$ cat src/rtl/lfsr_scram16_pkg.sv
package lfsr_scram16_pkg;
  localparam int SYM_W  = 8;
  localparam int LFSR_W = 16;
  localparam logic [LFSR_W-1:0] LFSR_SEED = 16'hFFFF;
  localparam logic [LFSR_W-1:0] LFSR_TAPS = 16'h0039;
  localparam logic [SYM_W-1:0]  SYM_COMMA = 8'hBC;
  localparam logic [SYM_W-1:0]  SYM_SKIP  = 8'h1C;

  function automatic logic [LFSR_W-1:0] lfsr_step(input logic [LFSR_W-1:0] s);
    return {s[LFSR_W-2:0], 1'b0} ^ (s[LFSR_W-1] ? LFSR_TAPS : '0);
  endfunction

  function automatic logic [LFSR_W-1:0] lfsr_adv(input logic [LFSR_W-1:0] s);
    logic [LFSR_W-1:0] t;
    t = s;
    for (int i = 0; i < SYM_W; i++) t = lfsr_step(t);
    return t;
  endfunction

  function automatic logic [SYM_W-1:0] lfsr_mask(input logic [LFSR_W-1:0] s);
    logic [LFSR_W-1:0] t;
    logic [SYM_W-1:0]  m;
    t = s;
    for (int i = 0; i < SYM_W; i++) begin
      m[i] = t[LFSR_W-1];
      t    = lfsr_step(t);
    end
    return m;
  endfunction

  localparam logic [LFSR_W-1:0] LFSR_START = lfsr_adv(LFSR_SEED);
endpackage

$ cat src/rtl/lfsr_scram16_rst_sync.sv
module lfsr_scram16_rst_sync #(
  parameter int STAGES = 2
) (
  input  logic clk,
  input  logic rst_n,
  output logic rst_sync_n
);
  logic [STAGES-1:0] sync_q;

  always_ff @(posedge clk or negedge rst_n) begin
    if (!rst_n) sync_q <= '0;
    else        sync_q <= {sync_q[STAGES-2:0], 1'b1};
  end

  assign rst_sync_n = sync_q[STAGES-1];
endmodule

$ cat src/rtl/lfsr_scram16_lane.sv
module lfsr_scram16_lane
  import lfsr_scram16_pkg::*;
(
  input  logic [LFSR_W-1:0] state_in,
  input  logic [SYM_W-1:0]  sym_in,
  input  logic              k_in,
  input  logic              bypass,
  input  logic              compliance,
  output logic [SYM_W-1:0]  sym_out,
  output logic [LFSR_W-1:0] state_out
);
  logic is_comma;
  logic is_skip;

  always_comb begin
    is_comma  = k_in && (sym_in == SYM_COMMA);
    is_skip   = k_in && (sym_in == SYM_SKIP);
    sym_out   = sym_in;
    state_out = state_in;
    if (is_comma) begin
      state_out = LFSR_START;
    end else if (!is_skip) begin
      if (!k_in && !bypass && !compliance) sym_out = sym_in ^ lfsr_mask(state_in);
      if (!compliance) state_out = lfsr_adv(state_in);
    end
  end
endmodule

$ cat src/rtl/lfsr_scram16_path.sv
module lfsr_scram16_path
  import lfsr_scram16_pkg::*;
#(
  parameter int LANES = 2,
  localparam int DW = LANES * SYM_W
) (
  input  logic          clk,
  input  logic          rst_n,
  input  logic          bypass,
  input  logic          compliance,
  input  logic          in_valid,
  input  logic [DW-1:0] in_data,
  input  logic [LANES-1:0] in_k,
  output logic          out_valid,
  output logic [DW-1:0] out_data,
  output logic [LANES-1:0] out_k
);
  logic [LFSR_W-1:0] state_q, state_d;
  logic [LANES:0][LFSR_W-1:0] st_chain;
  logic [DW-1:0] lane_data;
  logic [DW-1:0] data_d;
  logic [LANES-1:0] k_d;

  assign st_chain[0] = state_q;

  for (genvar g = 0; g < LANES; g++) begin : g_lane
    lfsr_scram16_lane u_lane (
      .state_in   (st_chain[g]),
      .sym_in     (in_data[g*SYM_W +: SYM_W]),
      .k_in       (in_k[g]),
      .bypass     (bypass),
      .compliance (compliance),
      .sym_out    (lane_data[g*SYM_W +: SYM_W]),
      .state_out  (st_chain[g+1])
    );
  end

  always_comb begin
    state_d = state_q;
    data_d  = out_data;
    k_d     = out_k;
    if (in_valid) begin
      state_d = st_chain[LANES];
      data_d  = lane_data;
      k_d     = in_k;
    end
  end

  always_ff @(posedge clk or negedge rst_n) begin
    if (!rst_n) begin
      state_q   <= LFSR_START;
      out_valid <= 1'b0;
      out_data  <= '0;
      out_k     <= '0;
    end else begin
      state_q   <= state_d;
      out_valid <= in_valid;
      out_data  <= data_d;
      out_k     <= k_d;
    end
  end
endmodule

$ cat src/rtl/lfsr_scram16.sv
module lfsr_scram16
  import lfsr_scram16_pkg::*;
#(
  parameter int LANES = 2,
  localparam int DW = LANES * SYM_W
) (
  input  logic             clk,
  input  logic             rst_n,
  input  logic             bypass,
  input  logic             tx_compliance,
  input  logic             tx_in_valid,
  input  logic [DW-1:0]    tx_in_data,
  input  logic [LANES-1:0] tx_in_k,
  output logic             tx_out_valid,
  output logic [DW-1:0]    tx_out_data,
  output logic [LANES-1:0] tx_out_k,
  input  logic             rx_compliance,
  input  logic             rx_in_valid,
  input  logic [DW-1:0]    rx_in_data,
  input  logic [LANES-1:0] rx_in_k,
  output logic             rx_out_valid,
  output logic [DW-1:0]    rx_out_data,
  output logic [LANES-1:0] rx_out_k
);
  logic rst_sync_n;

  lfsr_scram16_rst_sync #(.STAGES(2)) u_rst (
    .clk        (clk),
    .rst_n      (rst_n),
    .rst_sync_n (rst_sync_n)
  );

  lfsr_scram16_path #(.LANES(LANES)) u_tx (
    .clk        (clk),
    .rst_n      (rst_sync_n),
    .bypass     (bypass),
    .compliance (tx_compliance),
    .in_valid   (tx_in_valid),
    .in_data    (tx_in_data),
    .in_k       (tx_in_k),
    .out_valid  (tx_out_valid),
    .out_data   (tx_out_data),
    .out_k      (tx_out_k)
  );

  lfsr_scram16_path #(.LANES(LANES)) u_rx (
    .clk        (clk),
    .rst_n      (rst_sync_n),
    .bypass     (bypass),
    .compliance (rx_compliance),
    .in_valid   (rx_in_valid),
    .in_data    (rx_in_data),
    .in_k       (rx_in_k),
    .out_valid  (rx_out_valid),
    .out_data   (rx_out_data),
    .out_k      (rx_out_k)
  );
endmodule

$ cat config.mk
export PLATFORM = sky130hd
export DESIGN_NAME = lfsr_scram16
export DESIGN_NICKNAME = d
export VERILOG_FILES = /design/src/rtl/lfsr_scram16_pkg.sv /design/src/rtl/lfsr_scram16_rst_sync.sv /design/src/rtl/lfsr_scram16_lane.sv /design/src/rtl/lfsr_scram16_path.sv /design/src/rtl/lfsr_scram16.sv
export SDC_FILE = /design/constraint.sdc
export NUM_CORES = 1
export LEC_CHECK = 0
export ABC_AREA = 0
export ABC_CLOCK_PERIOD_IN_PS = 4200
export CAP_MARGIN = 15
export CORE_MARGIN = 2
export CORE_UTILIZATION = 59
export CTS_CLUSTER_DIAMETER = 120
export DETAILED_ROUTE_END_ITERATION = 12
export PLACE_DENSITY = 0.95
export SLEW_MARGIN = 30
export SYNTH_ARGS = -nofsm -noshare
export SYNTH_HDL_FRONTEND = slang
export SYNTH_SLANG_ARGS = --single-unit
$ cat constraint.sdc
create_clock -name clk -period 4.2 [get_ports clk]
set_input_delay 1.05 -clock clk [delete_from_list [all_inputs] [get_ports clk]]
set_output_delay 1.05 -clock clk [all_outputs]
set_load 0.03 [all_outputs]
==> summary.md <==
| Metric | Value |
|---|---|
| Initial Utilization | 0.6081 |
| Max Fclk | between 300 and 400 MHz |
| Die Y | between 90 and 100 um |
| Synth top area cells | dfrtp_1 27%, xnor2_1 12%, dfstp_2 8.0%, xor2_1 6.1%, a21oi_1 6.0% |
| CTS tree | built |
| Fraction of layout cells with a size suffix above 1 | 0.1091 |
| Cell chain of the critical path | clkdlybuf4s50_1 > and3b_1 > a31oi_2 > buf_4 > nor2_1 > a2111oi_4 > xnor2_1 > a21oi_1 |
| Reg clk slew, reported paths | around 0.1 ns |
| Max_cap viols | 0 |
| CP peak stage delay | just over 0.6 ns |
| Die Wd | 98.58 um |
| Core ar. | between 0.008 and 0.009 sq mm |
| Number of remaining DRC errors | 0 |
| Period minus WS final | ~3.3 ns |
| Total congestion overflow | 0 |
| Max-slew headroom | 0.4540 |
| Syn Area/Cell | roughly 9 sq um |
| Multi-input gate area | roughly 0.0032 sq mm |
| CTS H-Tree Depth | 3 |
| # setup viols final | 0 |
| Num ports | roughly 80 |
| Commonest non-fill, non-tap cells in the layout | 80 x clkdlybuf4s50_1, 74 x xnor2_1, 68 x nor2_1 |
| Yosys top cell by area | dfrtp_1 |
| Post_cts resized | 0 |
| Drt wl/cell | between 15 and 20 um |
| FF+latch area | 0.001826 sq mm |
| Setup tns final | 0 ns |
| Clk_skew | about 0.021 ns |
| Post CTS Setup Buffer Count | 0 |
| Largest net degree at the start of global routing | 44 |
| Dpl hpwl | around 11 mm |
| RSZ-0062 raised after global routing | false |
| Routed wl met2 | 6.750 mm |
| Async SR Flop Fraction | 1.000 |
| Worst Setup End Kind | flop |
| GRT Resource Usage Total | 0.3180 |
| Pleak | ~2.4 nW |
| Min Hold Slack | 0.3058 ns |
| Max Slew Vio Count | 0 |
| Post-synth EDFFs | 0 |
| Share of the synthesized area in the top cell type | 0.2655 |
| DR vias/cell | 6.447 |
| Met1 Wirelength | 6.522 mm |
| CP bufs+invs | 2 |
| Yosys reg bits | 72 |
| Mapped Area | between 0.005 and 0.006 sq mm |
| Outcome | completed |
| Worst endpoint required time | approximately 4.4 ns |
| Top_reg_cell synth | dfrtp_1 |
| Met3 WL | between 1.5 and 2 mm |
| Fill cells | between 600 and 700 |
| Synth warn | 0 |
| Initial antenna violation count | 0 |
| Slowest-stage cell, CP | a31oi_2 |
| Final WL | 15.37 mm |
| Inserted Clock Buffers | 9 |
| Die area | just under 0.01 sq mm |
| GP Congestion | 0.9858 |
| CTS sink cnt | 72 |
| Worst EP arrival | between 3 and 4 ns |
| Final #Nets | between 600 and 700 |
| Area Overhead vs Synth | 20.20% |
| Root Driver | clkbuf_8 |
| Measured slew at the worst slew-check pin | ~0.8 ns |
| Commonest non-fill, non-tap cell in the layout | clkdlybuf4s50_1 |
| Final Cycle Share | 0.7833 |
| Vias in the first global route | approximately 4700 |
| Max Fanout on Critical Path | 12 |
| 1st-iter DRT viols | roughly 480 |
| Peak supply drop | 0.4310 mV |
| Highest layer used for signal routing | met4 |
| Syn_nets | 640 |
| Startpoint types | input port |
| DR vias | 4958 |
| Worst-Skew Late Latency | 0.37 ns |
| Hold WC Path Type | reg -> async |
| Final Hold Vio Count | 0 |
| Final ANT Viol Nets | 0 |
| Hold_buf cts | 0 |
| First-pass GRT wire length | between 20 and 25 mm |
| FP Rows | 34 |
| Seq/Total Area, Yosys | 0.3452 |
| Buffers on Ports | 80 |
| Critical path's top delay family | compound AO/OA/AOI/OAI gates |
| Netlist cell types | 73 |
| Mapped Cells | 597 |
| Pwr per Cell Area | ~800 mW/mm^2 |
| CTS Buffer Depth | 2 |
| Crit path kind | in -> reg |
| 1st-pass router iterations | 6 |
==> per-stage QoR <==
step | instances | setup slack [ns] | power, mW | util | cell area [sq um]
after floorplan | 597 | 1.543 | 3.557 | - | 5278
after global placement | 752 | 0.6439 | 4.141 | 0.7050 | 6118
after detailed placement | 752 | 0.5591 | 4.212 | 0.7050 | 6118
after CTS | 768 | 0.9533 | 4.862 | 0.7304 | 6339
after global routing | 768 | 0.8070 | 5.207 | 0.7307 | 6341
final | 769 | 0.9102 | 4.931 | 0.7310 | 6344
==> cells in the mapped netlist, types with 12 or more instances <==
master and number:
dfstp_2 16, buf_2 13, xor2_1 37, inv_1 12, nor2_1 68, o21ai_0 23, xnor2_1 74, nor3_1 13
a21oi_1 63, nand2_1 47, dfrtp_1 56, clkbuf_1 29
==> state kept, by name (all words and copies together), names as in the netlist <==
signal and flops:
u_rx.state_q 16, u_rst.sync_q 2, u_tx.out_valid 1, u_rx.out_k 2, u_tx.out_data 16, u_rx.out_valid 1
u_rx.out_data 16, u_tx.state_q 16, u_tx.out_k 2
==> layout make-up <==
class                      count  area share
antenna                        1   0.0003945
clock buffer                  10     0.02012
clock inverter                 6     0.01460
inverter                      12    0.007101
multi-input combinational    464      0.5036
sequential                    72      0.2878
tap                          108     0.02130
timing repair buffer          96      0.1452
==> cells by family (layout without fill, tap and decap cells) <==
logic type / count (synthesis) / after routing / synth area share
AOI/OAI and AO/OA: 170 / 170 / 0.2203
and+or+nand+nor: 164 / 164 / 0.1482
buffers and inverters: 61 / 124 / 0.05073
muxes: 11 / 11 / 0.02181
xor gates and xnor gates: 118 / 118 / 0.2131
other: 1 / 2 / 0.0007106
DFF: 72 / 72 / 0.3452
==> per-layer routing <==
metal,vias up,track usage
li1,2226,-
met1,2360,0.4579
met2,323,0.4783
met3,49,0.07447
met4,0,0.1033
met5,-,0
==> worst reg2reg max path, cell delays in order, from the launching register on <==
cell	delay [ns]
dfstp_2	0.67
xnor2_1	0.12
xnor2_1	0.33
nand2_1	0.09
and3_1	0.26
or3_2	0.45
a31oi_1	0.18
==> power breakdown <==
group	leakage (nW)	switching [mW]	total, mW	internal, mW
Sequential	0.814	0.429	1.37	0.942
Combinational	1.52	1.51	2.92	1.40
Clock	0.103	0.305	0.643	0.338
==> path summary, 6_finish.rpt <==
kind                            slack, ns  cells after the start        startpoint           endpoint
worst max register to register       2.00                      6  u_rx.state_q[14]  u_rx.out_data[12]
max in group asynchronous            3.02                      1   u_rst.sync_q[1]   u_rx.state_q[11]
min in group clk                     0.37                      0   u_rst.sync_q[0]    u_rst.sync_q[1]
worst max-delay path                 0.91                      8        rx_in_k[0]  u_rx.out_data[15]
worst min register to register       0.31                      0   u_rst.sync_q[1]  u_rx.out_data[13]
worst min-delay path                 0.31                      0   u_rst.sync_q[1]  u_rx.out_data[13]
No activity file was read; power rests on OpenSTA's default activity.
